[src/rtl/sctl_p2_pkg.sv]
package sctl_p2_pkg;
  localparam int P1_W    = 8;                 // code-set + modulation flag
  localparam int CCS_W   = P1_W - 1;
  localparam int TBS_W   = 6;
  localparam int HAP_W   = 3;
  localparam int VER_W   = 3;
  localparam int NVER    = 1 << VER_W;
  localparam int P2_W    = TBS_W + HAP_W + VER_W + 1;
  localparam int CRC_W   = 16;
  localparam int MSG_W   = P1_W + P2_W;       // bits covered by the CRC
  localparam int Y_W     = P2_W + CRC_W;      // bits entering the encoder
  localparam int CK      = 9;                 // constraint length
  localparam int NGEN    = 3;                 // inverse code rate
  localparam int ENC_IN  = Y_W + CK - 1;      // with zero tail
  localparam int CODED   = NGEN * ENC_IN;
  localparam int N_PUNCT = 31;
  localparam int OUT_BITS = CODED - N_PUNCT;

  localparam logic [CRC_W-1:0] CRC_POLY = 16'h1021;
  localparam logic [NGEN*CK-1:0] GEN_SET = {9'o711, 9'o663, 9'o557};

  typedef enum logic [1:0] {ST_IDLE, ST_CRC, ST_LOAD, ST_CODE} p2_state_t;

  // 1-based coded index -> dropped by rate matching
  function automatic logic is_punct(input int unsigned k);
    if (k >= 1 && k <= 8)     return 1'b1;
    if (k >= 104 && k <= 111) return 1'b1;
    case (k)
      12, 14, 15, 24, 42, 48, 54, 57, 60, 66, 69, 96, 99, 101, 102: return 1'b1;
      default: return 1'b0;
    endcase
  endfunction
endpackage

[src/rtl/sctl_p2_version_map.sv]
module sctl_p2_version_map
  import sctl_p2_pkg::*;
(
  input  logic             mod16_i,
  input  logic             s_i,
  input  logic [1:0]       r_i,
  input  logic [1:0]       b_i,
  output logic [VER_W-1:0] ver_o,
  output logic             bad_o
);
  // {s, r[1:0], b[1:0]} rows for 16QAM
  function automatic logic [4:0] qam_row(input int v);
    case (v)
      0: return 5'b1_00_00;
      1: return 5'b0_00_00;
      2: return 5'b1_01_01;
      3: return 5'b0_01_01;
      4: return 5'b1_00_01;
      5: return 5'b1_00_10;
      6: return 5'b1_00_11;
      default: return 5'b1_01_00;
    endcase
  endfunction

  // {s, r[1:0]} rows for QPSK
  function automatic logic [2:0] qpsk_row(input int v);
    case (v)
      0: return 3'b1_00;
      1: return 3'b0_00;
      2: return 3'b1_01;
      3: return 3'b0_01;
      4: return 3'b1_10;
      5: return 3'b0_10;
      6: return 3'b1_11;
      default: return 3'b0_11;
    endcase
  endfunction

  always_comb begin
    ver_o = '0;
    bad_o = 1'b1;
    for (int v = 0; v < NVER; v++) begin
      if (mod16_i ? (qam_row(v) == {s_i, r_i, b_i}) : (qpsk_row(v) == {s_i, r_i})) begin
        ver_o = VER_W'(v);
        bad_o = 1'b0;
      end
    end
  end
endmodule

[src/rtl/sctl_p2_crc.sv]
module sctl_p2_crc #(
  parameter int             W    = 16,
  parameter logic [W-1:0]   POLY = 16'h1021
) (
  input  logic         clk,
  input  logic         rst,
  input  logic         clr_i,
  input  logic         en_i,
  input  logic         din_i,
  output logic [W-1:0] crc_o
);
  logic fb;
  assign fb = din_i ^ crc_o[W-1];

  always_ff @(posedge clk) begin
    if (rst || clr_i) crc_o <= '0;
    else if (en_i)    crc_o <= {crc_o[W-2:0], 1'b0} ^ (fb ? POLY : '0);
  end

  // a fresh frame never clears and shifts the register at once
  a_r3_clr_en_excl: assert property (@(posedge clk) disable iff (rst)
    !(clr_i && en_i));
endmodule

[src/rtl/sctl_p2_conv_enc.sv]
module sctl_p2_conv_enc #(
  parameter int                CK   = 9,
  parameter int                NG   = 3,
  parameter logic [NG*CK-1:0]  GENS = {9'o711, 9'o663, 9'o557},
  localparam int               SW   = (NG > 1) ? $clog2(NG) : 1
) (
  input  logic          clk,
  input  logic          rst,
  input  logic          clr_i,
  input  logic          run_i,
  input  logic          adv_i,
  input  logic          din_i,
  input  logic [SW-1:0] sel_i,
  output logic          code_o
);
  logic [CK-2:0] st_q;          // st_q[CK-2] = most recent past input
  logic [CK-1:0] win;
  logic [NG-1:0] par;

  assign win = {din_i, st_q};

  for (genvar g = 0; g < NG; g++) begin : g_tap
    assign par[g] = ^(win & GENS[g*CK +: CK]);
  end

  assign code_o = par[sel_i];

  always_ff @(posedge clk) begin
    if (rst || clr_i) st_q <= '0;
    else if (adv_i)   st_q <= {din_i, st_q[CK-2:1]};
  end

  // the zero tail leaves the encoder flushed when a frame ends
  a_r4_tail_flush: assert property (@(posedge clk) disable iff (rst)
    $fell(run_i) |-> (st_q == '0));
endmodule

[src/rtl/sctl_part2_encoder.sv]
module sctl_part2_encoder
  import sctl_p2_pkg::*;
(
  input  logic             clk,
  input  logic             rst,
  input  logic             start_i,
  input  logic             mod16_i,
  input  logic [CCS_W-1:0] ccs_i,
  input  logic [TBS_W-1:0] tbs_i,
  input  logic [HAP_W-1:0] harq_i,
  input  logic             s_i,
  input  logic [1:0]       r_i,
  input  logic [1:0]       b_i,
  input  logic             ndi_i,
  input  logic [CRC_W-1:0] ue_i,
  output logic             busy_o,
  output logic             err_o,
  output logic             bit_valid_o,
  output logic             bit_o
);
  localparam int CC_W = $clog2(MSG_W);
  localparam int KC_W = $clog2(CODED);
  localparam int PH_W = (NGEN > 1) ? $clog2(NGEN) : 1;

  p2_state_t        state;
  logic [VER_W-1:0] ver;
  logic             ver_bad;
  logic [P2_W-1:0]  f2;
  logic [MSG_W-1:0] msg_q;
  logic [P2_W-1:0]  p2_q;
  logic [CRC_W-1:0] ue_q;
  logic [CRC_W-1:0] crc_val;
  logic [CC_W-1:0]  crc_cnt;
  logic [ENC_IN-1:0] ybuf;
  logic [KC_W-1:0]  kcnt;
  logic [PH_W-1:0]  ph;
  logic             code_bit;
  logic             err_q, bit_q, valid_q;
  logic             accept;

  sctl_p2_version_map u_map (
    .mod16_i (mod16_i), .s_i (s_i), .r_i (r_i), .b_i (b_i),
    .ver_o   (ver),     .bad_o (ver_bad)
  );

  assign f2     = {tbs_i, harq_i, ver, ndi_i};
  assign accept = (state == ST_IDLE) && start_i && !ver_bad;

  sctl_p2_crc #(.W(CRC_W), .POLY(CRC_POLY)) u_crc (
    .clk (clk), .rst (rst),
    .clr_i (accept),
    .en_i  (state == ST_CRC),
    .din_i (msg_q[MSG_W-1]),
    .crc_o (crc_val)
  );

  sctl_p2_conv_enc #(.CK(CK), .NG(NGEN), .GENS(GEN_SET)) u_enc (
    .clk (clk), .rst (rst),
    .clr_i  (state == ST_LOAD),
    .run_i  (state == ST_CODE),
    .adv_i  ((state == ST_CODE) && (ph == PH_W'(NGEN-1))),
    .din_i  (ybuf[ENC_IN-1]),
    .sel_i  (ph),
    .code_o (code_bit)
  );

  always_ff @(posedge clk) begin
    if (rst) begin
      state   <= ST_IDLE;
      err_q   <= 1'b0;
      msg_q   <= '0;
      p2_q    <= '0;
      ue_q    <= '0;
      crc_cnt <= '0;
      ybuf    <= '0;
      kcnt    <= '0;
      ph      <= '0;
      bit_q   <= 1'b0;
      valid_q <= 1'b0;
    end else begin
      bit_q   <= 1'b0;
      valid_q <= 1'b0;
      case (state)
        ST_IDLE: begin
          if (start_i) begin
            err_q <= ver_bad;
            if (!ver_bad) begin
              msg_q   <= {ccs_i, mod16_i, f2};
              p2_q    <= f2;
              ue_q    <= ue_i;
              crc_cnt <= '0;
              state   <= ST_CRC;
            end
          end
        end
        ST_CRC: begin
          msg_q   <= {msg_q[MSG_W-2:0], 1'b0};
          crc_cnt <= crc_cnt + 1'b1;
          if (crc_cnt == CC_W'(MSG_W-1)) state <= ST_LOAD;
        end
        ST_LOAD: begin
          ybuf  <= {p2_q, crc_val ^ ue_q, {(CK-1){1'b0}}};
          kcnt  <= '0;
          ph    <= '0;
          state <= ST_CODE;
        end
        default: begin
          bit_q   <= code_bit;
          valid_q <= !is_punct(32'(kcnt) + 32'd1);
          if (ph == PH_W'(NGEN-1)) begin
            ph   <= '0;
            ybuf <= {ybuf[ENC_IN-2:0], 1'b0};
          end else begin
            ph <= ph + 1'b1;
          end
          kcnt <= kcnt + 1'b1;
          if (kcnt == KC_W'(CODED-1)) state <= ST_IDLE;
        end
      endcase
    end
  end

  assign busy_o      = (state != ST_IDLE);
  assign err_o       = err_q;
  assign bit_valid_o = valid_q;
  assign bit_o       = bit_q;

  // ---- assertion support: strobes seen since the last accepted start
  logic [KC_W-1:0] vcnt;
  always_ff @(posedge clk) begin
    if (rst || accept)    vcnt <= '0;
    else if (bit_valid_o) vcnt <= vcnt + 1'b1;
  end

  // a finished frame has delivered exactly the surviving bits
  a_r6_eighty_bits: assert property (@(posedge clk) disable iff (rst)
    $fell(busy_o) |-> (vcnt == KC_W'(OUT_BITS)));

  // nothing is strobed once idle has settled
  a_r6_idle_quiet: assert property (@(posedge clk) disable iff (rst)
    !busy_o |=> !bit_valid_o);

  // an error leaves the serial output silent
  a_r7_err_silent: assert property (@(posedge clk) disable iff (rst)
    err_o |-> !bit_valid_o);

  // captured identity does not move while a frame runs
  a_r8_hold_busy: assert property (@(posedge clk) disable iff (rst)
    (busy_o && start_i) |=> $stable(ue_q));
endmodule

[config.mk]
export PLATFORM = sky130hd
export DESIGN_NAME = sctl_part2_encoder
export DESIGN_NICKNAME = d
export VERILOG_FILES = /design/src/rtl/sctl_p2_pkg.sv /design/src/rtl/sctl_p2_version_map.sv /design/src/rtl/sctl_p2_crc.sv /design/src/rtl/sctl_p2_conv_enc.sv /design/src/rtl/sctl_part2_encoder.sv
export SDC_FILE = /design/constraint.sdc
export NUM_CORES = 1
export LEC_CHECK = 0
export BUFFER_PORTS_ARGS = -buffer_cell sky130_fd_sc_hd__buf_2
export CAP_MARGIN = 5
export CORE_AREA = 2 2 98 138
export CTS_CLUSTER_SIZE = 30
export DETAILED_ROUTE_END_ITERATION = 8
export DIE_AREA = 0 0 100 140
export MAX_ROUTING_LAYER = met4
export PLACE_DENSITY_LB_ADDON = 0.25
export SLEW_MARGIN = 10
export SYNTH_ARGS = -nofsm -noshare
export SYNTH_HDL_FRONTEND = slang
export SYNTH_SLANG_ARGS = --single-unit
[constraint.sdc]
create_clock -name clk -period 3.6 [get_ports clk]
set_input_delay 0.18 -clock clk [delete_from_list [all_inputs] [get_ports clk]]
set_output_delay 0.18 -clock clk [all_outputs]
set_load 0.05 [all_outputs]
* After elaboration in Yosys (flattened, before gate mapping) *
Cells that the tools add are included.

word-level totals
  bits in registers = 130
  input port bits = 42
  output and inout bits = 4

cells by class
  equality and inequality tests = 38
  reductions and logical operators = 28
  bitwise logic cells = 5
  add/sub/neg operators = 4
  multiplexer cells = 56
  $lt $le $gt $ge = 5

operators by type and width
  kind                                                                              count
  37-bit case mux with 2 select lines                                               1
  8-bit by 7-bit == test with 1-bit output, second input constant                   6
  21-bit 2-to-1 mux                                                                 2
  21-bit case mux with 2 select lines                                               1
  8-bit by 6-bit == test with 1-bit output, second input constant                   5
  37-bit 2-to-1 mux                                                                 1
  1-bit 2-to-1 mux                                                                  32
  16-bit bitwise XOR                                                                2
  5-bit == test, first input constant                                               6
  9-bit parity                                                                      3
  8-bit by 4-bit == test with 1-bit output, second input constant                   3
  15-bit OR reduction                                                               1
  2-bit 2-to-1 mux                                                                  7
  7-bit case mux with 2 select lines                                                1
  13-bit 2-to-1 mux                                                                 1
  3-bit == test, first input constant                                               4
  3-bit 2-to-1 mux                                                                  4
  5-bit 2-to-1 mux                                                                  2
  5-bit case mux with 2 select lines                                                1
  7-bit by 1-bit adder with 8-bit output, second input constant                     1
  8-bit by 5-bit == test with 1-bit output, second input constant                   1
  8-bit by 1-bit >= comparator with 1-bit output, second input constant             1
  8-bit by 7-bit >= comparator with 1-bit output, second input constant             1
  8-bit by 4-bit less-or-equal comparator with 1-bit output, second input constant  1
  other kinds (32)                                                                  48

* Depth between registers and ports, before layout *
Gate-level depths: netlist of the first run.

  depth after elaboration = 14
  gate-level depth with buffers = 10

* Cells and area by module *
From an unflattened synthesis of the first run, not the netlist that was laid out.

unflattened totals
  cells, all modules = 693
  area, all modules = 5934.4 µm²

modules (own cells, without submodules)
  module               area an instance (µm²)  seq. area each (µm²)  instances  cells an instance
  sctl_part2_encoder   4753.3                  1961.9                1          572
  sctl_p2_crc          633.1                   320.3                 1          60
  sctl_p2_conv_enc     404.1                   160.2                 1          38
  sctl_p2_version_map  143.9                   0.0                   1          23

* Worst setup path before layout of the first run *
OpenSTA, ideal clock, no wires.

  kind = reg-to-reg
  from = register kcnt[0]
  to = register valid_q, in the netlist bit_valid_o
  arrival time = 1.988 ns
  clock period less this slack = 2.076 ns
  stages on the path, launching flop included = 9
  slack = 1.524 ns
  path through = dfxtp_1 buf_2 inv_1 ha_1 and3b_1 o32ai_1 a211o_1 a221o_1 nor4_2

between the ends
  cells in the longest elaborated chain, start to end = 12

ends and longest elaborated chain
  what                                                                                                                                line                       text
  start, declared                                                                                                                     sctl_part2_encoder.sv:35   logic [KC_W-1:0] kcnt;
  start signal, assigned                                                                                                              sctl_part2_encoder.sv:116  kcnt <= kcnt + 1'b1;
  7-bit by 1-bit adder with 8-bit output *                                                                                            sctl_part2_encoder.sv:109  valid_q <= !is_punct(32'(kcnt) + 32'd1);
  8-bit by 7-bit >= comparator with 1-bit output / 8-bit by 7-bit less-or-equal comparator with 1-bit output (equally long branches)  sctl_p2_pkg.sv:27          if (k >= 104 && k <= 111) return 1'b1;
  1-bit logical AND                                                                                                                   sctl_p2_pkg.sv:27
  1-bit 2-to-1 mux (2 in series)                                                                                                      sctl_p2_pkg.sv:27
  1-bit 2-to-1 mux                                                                                                                    sctl_part2_encoder.sv:83   case (state)
  1-bit 2-to-1 mux                                                                                                                    sctl_part2_encoder.sv:68   if (rst) begin
  1-bit 2-to-1 mux                                                                                                                    sctl_p2_pkg.sv:28          case (k)
  1-bit 2-to-1 mux *                                                                                                                  sctl_p2_pkg.sv:27
  1-bit 2-to-1 mux *                                                                                                                  sctl_part2_encoder.sv:83
  1-bit 2-to-1 mux *                                                                                                                  sctl_part2_encoder.sv:68
  1-bit logical NOT *                                                                                                                 sctl_part2_encoder.sv:109
  end signal, assigned                                                                                                                sctl_part2_encoder.sv:109
  end, declared                                                                                                                       sctl_part2_encoder.sv:38   logic err_q, bit_q, valid_q;

Every way passes the cells marked *; elsewhere a longest branch is shown, timed or not. The select of a mux whose other input is x is not followed.
A chain may end at the register's enable or synchronous reset.

* Worst setup path in the final report of the first run *
  from = register kcnt[1]
  to = register valid_q, in the netlist bit_valid_o

The elaborated chain is that of the path after synthesis.

==> results summary, run 1 <==
The flow ran to the end, and the final reports show no timing, DRC or antenna violations. The max-cap violation count came out at 0. The count of distinct cell types in the synthesized netlist came out at between 60 and 70. The async set-reset flop share out of synthesis came out at 0. The clock group share of total power is 0.359. The number of cells produced by synthesis came out at 737. TritonCTS built the clock tree. For this design the top-level I/O count stands at 46. The post-synth design cell area came out at ~6200 um2. Row generation in the floorplan step produced between 40 and 50 rows. The maximum fanout along the worst path is 15. The number of antenna violations at the first check in global routing came out at 0. Of the total synthesized cell area, the portion taken by full adders, half adders and majority gates is 0.0223. After synthesis, the largest family of logic cells by area is compound AO/OA/AOI/OAI gates.

The DRC violation count after routing came out at 0. The tree is rooted in a sky130_fd_sc_hd__clkbuf_16. The net count after synthesis is 790.

Setup violations remaining at the end of the flow were counted as 0. In this run the critical register-to-register path is captured at bit_valid_o$_SDFF_PP0_. The total overflow reported by the global router came out at 0. Entering global routing, the biggest net connects slightly above 60 pins. The clock period could shrink to ~2.4 ns. For this design the static power due to leakage is roughly 2.4 nW. The die boundary height is roughly 140 um. The most frequently used flop master after synthesis is sky130_fd_sc_hd__dfxtp_1. The placed wire-length estimate after detailed placement is approximately 9400 um.

The number of H-tree branching levels is 4. The number of enable flip-flop cells after synthesis is 0. In this run the remaining antenna-violating nets after routing total 0. The area inside the core boundary is approximately 13,000 um2. The antenna diode count is 0.

The average instance in the mapped netlist occupies roughly 8.4 um2. Detailed routing inserted a total of roughly 5,300 vias. STA puts the critical path data arrival time at 2.71 ns. The net switching component of the power is between 1.5 and 2 mW. The number of global-route vias before repair came out at 5,176. The initial utilization of the core area, before any placement, comes to 0.484. The maximum vdd drop is about 0.46 mV. Of the total synthesized cell area, the portion taken by AND, OR, NAND and NOR gates is 0.173. The TritonCTS sink count came out at 122.

The cell depth of the worst hold path came out at 3. The minimum hold slack came out at 0.0226 ns. The overall die area is 14,000 um2. The setup check on the worst reg-to-reg path leaves a slack of between 1 and 1.5 ns. The non-filler instance count after layout is around 910. From left edge to right edge, the die measures approximately 100 um. The first global-routing pass estimated 24,500 um of wire. The number of DRC violations after detailed-routing iteration 0 came out at 280. The worst hold path begins at ue_i[8]. The fraction of synthesized cell area in xor and xnor cells is 0.0559. Clock-pin slew was measured on the worst setup and hold paths at ~0.050 ns.

At the end of routability-driven placement, the weighted congestion stood at between 0.9 and 1. The library cell used most frequently in the layout, excluding fill and tap cells, is sky130_fd_sc_hd__dfxtp_1. The proportion of netlist area held by the largest area contributor came out at 0.396.

In this run the tool buffered the top-level ports with 45 buffer cells. Summing internal, switching and leakage power gives 4.57 mW. The required time of the worst setup path is around 3.9 ns. The capture endpoint of the worst hold path is ue_q[8]$_SDFFE_PP0P_. The post-CTS setup-driven buffer insertion count came out at 0. The net count reported at finish came out at roughly 800. Sorting the synthesized cells by area gives the leading types as sky130_fd_sc_hd__dfxtp_1 40%, sky130_fd_sc_hd__mux2i_1 7.9%, sky130_fd_sc_hd__a21oi_1 5.9%.

The total negative setup slack came out at 0 ns. Setup repair after global routing left no endpoint under its margin. From synthesis to final layout, the design area changed by 12.1%. The internal portion of the total power is 3.06 mW. The type of the most critical hold path is in2reg. The average via count per standard cell is around 6.

The number of cells on the worst reg-to-reg path is 6. Dividing total power by cell area gives a power density of 661 nW/um2. TritonCTS created 17 clock buffers. The count of endpoints failing hold in the final timing report came out at 0.

Tracing the worst setup path back leads to its startpoint at kcnt[1]$_SDFFE_PP0P_. Of the cells placed in the final design, the portion with a size suffix greater than 1 is 0.127. The biggest area contributor in the post-synthesis netlist is sky130_fd_sc_hd__dfxtp_1. The headroom to the max-slew limit came out at 0.228. The synthesis-stage register bit count is between 100 and 150. The element type at the critical path start is a flop. Of the post-synthesis cell area, the part taken by muxes is 0.0794. The sequential element share of the synthesized area is 0.396. In the layout the commonest cells are 122 x sky130_fd_sc_hd__dfxtp_1, 73 x sky130_fd_sc_hd__a21oi_1, 72 x sky130_fd_sc_hd__nor2_1, 59 x sky130_fd_sc_hd__nand2_1, 49 x sky130_fd_sc_hd__mux2i_1. The share of total power dissipated in combinational logic is 0.283.

The critical path in this run is classified as reg2reg. The complex-gate fraction of the synthesized area came out at 0.213. The clock skew after layout came out at approximately 0.011 ns. Based on the critical path, the design can be clocked at up to 411 MHz. Dividing the detail-routed wire length by the instance count gives between 15 and 20 um. The Yosys warning count came out at 0. The switching portion of total power came out at 0.331. In this run, post-CTS hold repair placed 0 buffers. The number of gates resized after CTS is 0. The number of slew-limit violations in the final report came to 0. The post-route clock period utilization is 0.676. Across every metal layer, demand over resource in global routing totals 0.220. The transition at the pin with the smallest max-transition slack came out at 1.15 ns. The worst register-to-register path begins at kcnt[1]$_SDFFE_PP0P_. After detailed placement, the design holds a cell count of 878. The share of power burned in registers came out at 0.357. STA classifies the critical path endpoint as a flop.

The source-to-sink clock delay at the later pin of the worst-skew pair came out at around 0.41 ns. After detailed routing, the total wire length is 14,200 um. No sink is reached through more buffers than the 2 on the longest clock path. The final core utilization came out at 0.543. The iteration count of the initial detailed-routing pass came out at 4.
## cell usage after synthesis (4+ instances only)
cell and instances:
sky130_fd_sc_hd__a21oi_1 73, sky130_fd_sc_hd__o211ai_1 20, sky130_fd_sc_hd__inv_1 16, sky130_fd_sc_hd__xor2_1 6, sky130_fd_sc_hd__xnor2_1 29, sky130_fd_sc_hd__or3_1 4
sky130_fd_sc_hd__nor3_1 12, sky130_fd_sc_hd__buf_1 6, sky130_fd_sc_hd__o21ai_0 9, sky130_fd_sc_hd__ha_1 11, sky130_fd_sc_hd__buf_2 25, sky130_fd_sc_hd__a211oi_1 34
sky130_fd_sc_hd__dfxtp_1 122, sky130_fd_sc_hd__clkbuf_1 27, sky130_fd_sc_hd__a22oi_1 4, sky130_fd_sc_hd__buf_4 6, sky130_fd_sc_hd__o21ai_1 29, sky130_fd_sc_hd__nor2_1 74
sky130_fd_sc_hd__nand2b_1 7, sky130_fd_sc_hd__nand4_1 7, sky130_fd_sc_hd__nand3_1 46, sky130_fd_sc_hd__nand2_1 59, sky130_fd_sc_hd__mux2i_1 49
## sequential cells by signal (all words and copies together), names as in the netlist
| name | count |
|---|---|
| bit_o | 1 |
| bit_valid_o | 1 |
| state | 2 |
| p2_q | 13 |
| ph | 2 |
| u_crc.crc_o | 16 |
| u_enc.st_q | 8 |
| ue_q | 16 |
| msg_q | 21 |
| kcnt | 7 |
| err_o | 1 |
| ybuf | 29 |
| crc_cnt | 5 |
## worst max-delay path by stage
stage / endpoint / slack, ns
3_3_place_gp: bit_valid_o$_SDFF_PP0_ / 1.32
3_5_place_dp: msg_q[14]$_SDFFE_PP0P_ / 1.20
5_1_grt: msg_q[14]$_SDFFE_PP0P_ / 0.94
2_1_floorplan: bit_valid_o$_SDFF_PP0_ / 1.52
6_report: bit_valid_o$_SDFF_PP0_ / 1.17
4_1_cts: bit_valid_o$_SDFF_PP0_ / 1.20
## layout make-up
class                      count  area [um2]
fill                        1203        5830
multi-input combinational    533        3360
sequential                   122        2440
clock buffer                  21         480
timing repair buffer          54         293
tap                          153         191
clock inverter                 7        93.8
inverter                      16        60.1
## per-layer routing
layer / track usage / vias up / share of wire
met5: - / - / 0
met2: 0.381 / 88 / 0.53
met4: 0.0692 / 0 / 0.015
met1: 0.254 / 2539 / 0.43
li1: - / 2641 / -
met3: 0.0464 / 24 / 0.025
## logic make-up (layout without fill, tap and decap cells)
kind of cell / Yosys count / after routing
XOR/XNOR: 37 / 37
flip-flops: 122 / 122
multiplexers: 49 / 49
buffers and inverters: 82 / 98
AND/OR/NAND/NOR: 231 / 231
AO/OA/AOI/OAI: 205 / 205
adder cells (fa/ha/maj): 11 / 11
## stage by stage
stage	worst slack, ns	area, um2
floorplan	1.52	6170
global placement	1.32	6350
detailed placement	1.20	6350
CTS	1.20	6920
global route	0.945	6920
finish	1.17	6920
## critical path: stages, from the launching register on
cell	delay (ns)
sky130_fd_sc_hd__dfxtp_1	0.59
sky130_fd_sc_hd__ha_1	0.52
sky130_fd_sc_hd__nand3_1	0.32
sky130_fd_sc_hd__nor2_1	0.23
sky130_fd_sc_hd__o21ai_0	0.12
sky130_fd_sc_hd__a2111oi_2	0.43
sky130_fd_sc_hd__nor4_2	0.09
## power by group through the flow
| stage | registers (mW) | logic, mW | clock network (mW) |
|---|---|---|---|
| 6_report | 1.63 | 1.30 | 1.64 |
| 5_1_grt | 1.65 | 1.45 | 1.74 |
| 4_1_cts | 1.64 | 1.31 | 1.67 |
| 3_5_place_dp | 1.66 | 1.30 | 0 |
| 3_3_place_gp | 1.65 | 1.26 | 0 |
| 2_1_floorplan | 1.63 | 1.06 | 0 |
Note: power is estimated with default switching activity, not from simulation.
==> run 2: changes to the inputs <==
==> constraint.sdc (replaced) <==
create_clock -name clk -period 2.24 [get_ports clk]
set_input_delay 0.112 -clock clk [delete_from_list [all_inputs] [get_ports clk]]
set_output_delay 0.112 -clock clk [all_outputs]
set_load 0.05 [all_outputs]
==> results summary, run 2 (same netlist as run 1, synthesis figures left out) <==
The capture instance of the worst register-to-register path is bit_valid_o$_SDFF_PP0_ (unchanged). The number of cells on the worst reg-to-reg path came out at 7 (was 6). The headroom to the max-slew limit is 0.651 (was 0.228). The maximum clock rate came out at 474 MHz (was 411 MHz). The end point of the critical path is bit_valid_o$_SDFF_PP0_ (unchanged). The power density over cell area is 1020 nW/um2 (was 661 nW/um2).

The antenna diode count is 0 (unchanged). Setup repair after global routing missed its margin: no (unchanged). The register with the most flip-flops is ybuf (unchanged). The most common library cell in the layout ignoring fill and taps was sky130_fd_sc_hd__dfxtp_1 (unchanged). The synthesis-to-finish area growth was 19.7% (was 12.1%). The net count reported at finish is 846 (was 797).

The total routing usage reported by global routing is 0.231 (was 0.220). The total I/O pin count is 46 (unchanged). The critical setup path kind is reg2reg (unchanged). The number of buffers created by CTS is 17 (unchanged). The count of buffers from port buffering came out at 45 (unchanged). The critical path endpoint category is a flop (unchanged). List of cells traversed by the critical path: inv_1 > ha_1 > and3b_1 > o32ai_1 > a211o_1 > a221o_1 > nor4_2 (was ha_1 > nand3_1 > nor2_1 > o21ai_0 > a2111oi_2 > nor4_2). The number of H-tree branching levels is 4 (unchanged).

The flop-to-flop setup slack is 0.13 ns (was 1.17 ns). The area inside the core boundary is 12,800 um2 (unchanged). The maximum fanout along the worst path is 6 (was 15). The overall die area is 14,000 um2 (unchanged). The overall die width came to 100 um (unchanged). The number of buffers on the longest clock path came to 2 (unchanged). The iteration count of the initial detailed-routing pass is 5 (was 4). The origin of the critical flop-to-flop path is kcnt[0]$_SDFFE_PP0P_ (was kcnt[1]$_SDFFE_PP0P_). The number of global-route vias before repair is 5,407 (was 5,176). The post-route clock period utilization is 0.942 (was 0.676). The leakage power is 2.60 nW (was 2.37 nW). Regs by FF count: ybuf x29, msg_q x21 (unchanged). The flip-flop count of the largest register after layout is 29 (unchanged). The die boundary height came to 140 um (unchanged). The biggest cell delay along the critical path is 0.41 ns (was 0.59 ns). The data arrival time of the critical path came out at 2.43 ns (was 2.71 ns). The average via count per standard cell came out at 5.72 (was 5.84).

The clock skew after layout came to 0.00681 ns (was 0.0105 ns). The remaining antenna violation count came out at 0 (unchanged). The number of slew-limit violations in the final report is 0 (unchanged). The library cell contributing the largest single delay on the critical path is sky130_fd_sc_hd__dfxtp_1 (unchanged). The clock slew seen by the registers of the worst setup and hold paths came out at 0.06 ns (was 0.05 ns). The detail-routed net length per standard cell is 15.9 um (was 15.6 um).

The final core utilization is 0.580 (was 0.543). The transition at the pin with the smallest max-transition slack came out at 0.520 ns (was 1.15 ns). The required time of the worst setup path is 2.56 ns (was 3.87 ns).

Outcome: finished clean (unchanged). The total overflow reported by the global router was 0 (unchanged). The number of antenna violations at the first check in global routing is 0 (unchanged). The via count came out at 5,479 (was 5,292).

The total negative setup slack came out at 0 ns (unchanged). The final weighted congestion in routability-driven placement is 0.825 (was 0.921). The number of standard-cell rows in the floorplan is 49 (unchanged). The share of final-layout standard cells stronger than drive strength 1 came out at 0.150 (was 0.127).

The final critical delay including setup and external delays is 2.11 ns (was 2.43 ns). The post-CTS setup-driven buffer insertion count came out at 0 (unchanged). The number of DRC violations after detailed-routing iteration 0 came out at 296 (was 280).

The count of endpoints failing hold in the final timing report came out at 0 (unchanged). The type of the most critical hold path is in2reg (unchanged). The element type at the critical path start is a flop (unchanged).

The total detailed-routing wirelength is 15,200 um (was 14,200 um). The maximum vdd drop came out at 0.566 mV (was 0.459 mV). The max-cap violation count is 0 (unchanged).

The source-to-sink clock delay at the later pin of the worst-skew pair was 0.41 ns (about the same). The TritonCTS clock tree is built (unchanged). Top library cells by usage in the layout, fill and taps aside: 122 x sky130_fd_sc_hd__dfxtp_1, 73 x sky130_fd_sc_hd__a21oi_1, 72 x sky130_fd_sc_hd__nor2_1, 59 x sky130_fd_sc_hd__nand2_1, 49 x sky130_fd_sc_hd__mux2i_1 (unchanged). The largest net degree at the start of global routing was 95 (was 61). The worst setup path startpoint is kcnt[0]$_SDFFE_PP0P_ (was kcnt[1]$_SDFFE_PP0P_). The final setup violation count came out at 0 (unchanged).

The master cell of the clock root buffer was sky130_fd_sc_hd__clkbuf_16 (unchanged). The TritonCTS sink count is 122 (unchanged). The placed wire-length estimate after detailed placement came to 10,200 um (was 9410 um).

The wire length of the first global-routing pass came out at 25,600 um (was 24,500 um). The DRC violation count after routing is 0 (unchanged). The initial standard-cell utilization of the core is 0.484 (unchanged).
run 2: layout make-up:
class,instances,area [um2]
inverters,16,60.1
multi-input cells,533,3370
clock buffers,20,447
fillers,1154,5360
repair buffers,103,763
well taps,153,191
clock inverters,11,121
flip-flops and latches,122,2440
run 2: where the power goes:
part | leakage (nW) | total [mW] | switching, mW | internal (mW)
sequential | 0.991 | 2.61 | 0.177 | 2.43
combinational | 1.33 | 2.31 | 1.41 | 0.894
clock | 0.276 | 2.64 | 0.976 | 1.66
run 2: worst max-delay path: cells and delay by family, from the launching register on:
kind | cells | cell delay [ns]
AOI/OAI and AO/OA | 3 | 0.75
and+or+nand+nor | 2 | 0.48
DFF | 1 | 0.41
adders and majority gates | 1 | 0.28
buffers and inverters | 1 | 0.11
run 2: worst min path at each step:
stage | slack, ns | from | depth (start not counted) | endpoint
2_1_floorplan | 0.26 | ndi_i | 2 | p2_q[0]$_SDFFE_PP0P_
3_3_place_gp | 0.37 | ue_i[6] | 3 | ue_q[6]$_SDFFE_PP0P_
3_5_place_dp | 0.37 | ue_i[6] | 3 | ue_q[6]$_SDFFE_PP0P_
4_1_cts | 0.03 | ccs_i[5] | 3 | msg_q[19]$_SDFFE_PP0P_
5_1_grt | 0.05 | ccs_i[1] | 3 | msg_q[15]$_SDFFE_PP0P_
6_report | 0.04 | ccs_i[5] | 3 | msg_q[19]$_SDFFE_PP0P_
run 2: through the flow:
step / setup WS, ns / area [um2] / total power, mW / cells / hold slack (ns)
global route: 0.0247 / 7390 / 7.95 / 958 / 0.0512
detailed placement: 0.155 / 6560 / 4.91 / 901 / 0.374
floorplan: 0.164 / 6170 / 4.32 / 737 / 0.260
CTS: 0.143 / 7390 / 7.58 / 958 / 0.0259
finish: 0.129 / 7390 / 7.55 / 958 / 0.0359
global placement: 0.215 / 6560 / 4.84 / 901 / 0.368
run 2: timing repair:
action / in CTS / in global routing
gates resized for setup: 0 / 1
hold endpoints to repair: 26 / 0
hold buffers: 26 / 0
endpoints found under the setup margin: 0 / 1
run 2: per-layer routing:
| layer | track usage | up-vias | share of wire |
|---|---|---|---|
| li1 | - | 2740 | - |
| met1 | 0.263 | 2581 | 0.42 |
| met2 | 0.406 | 126 | 0.52 |
| met3 | 0.0389 | 32 | 0.029 |
| met4 | 0.0822 | 0 | 0.025 |
| met5 | - | - | 0 |
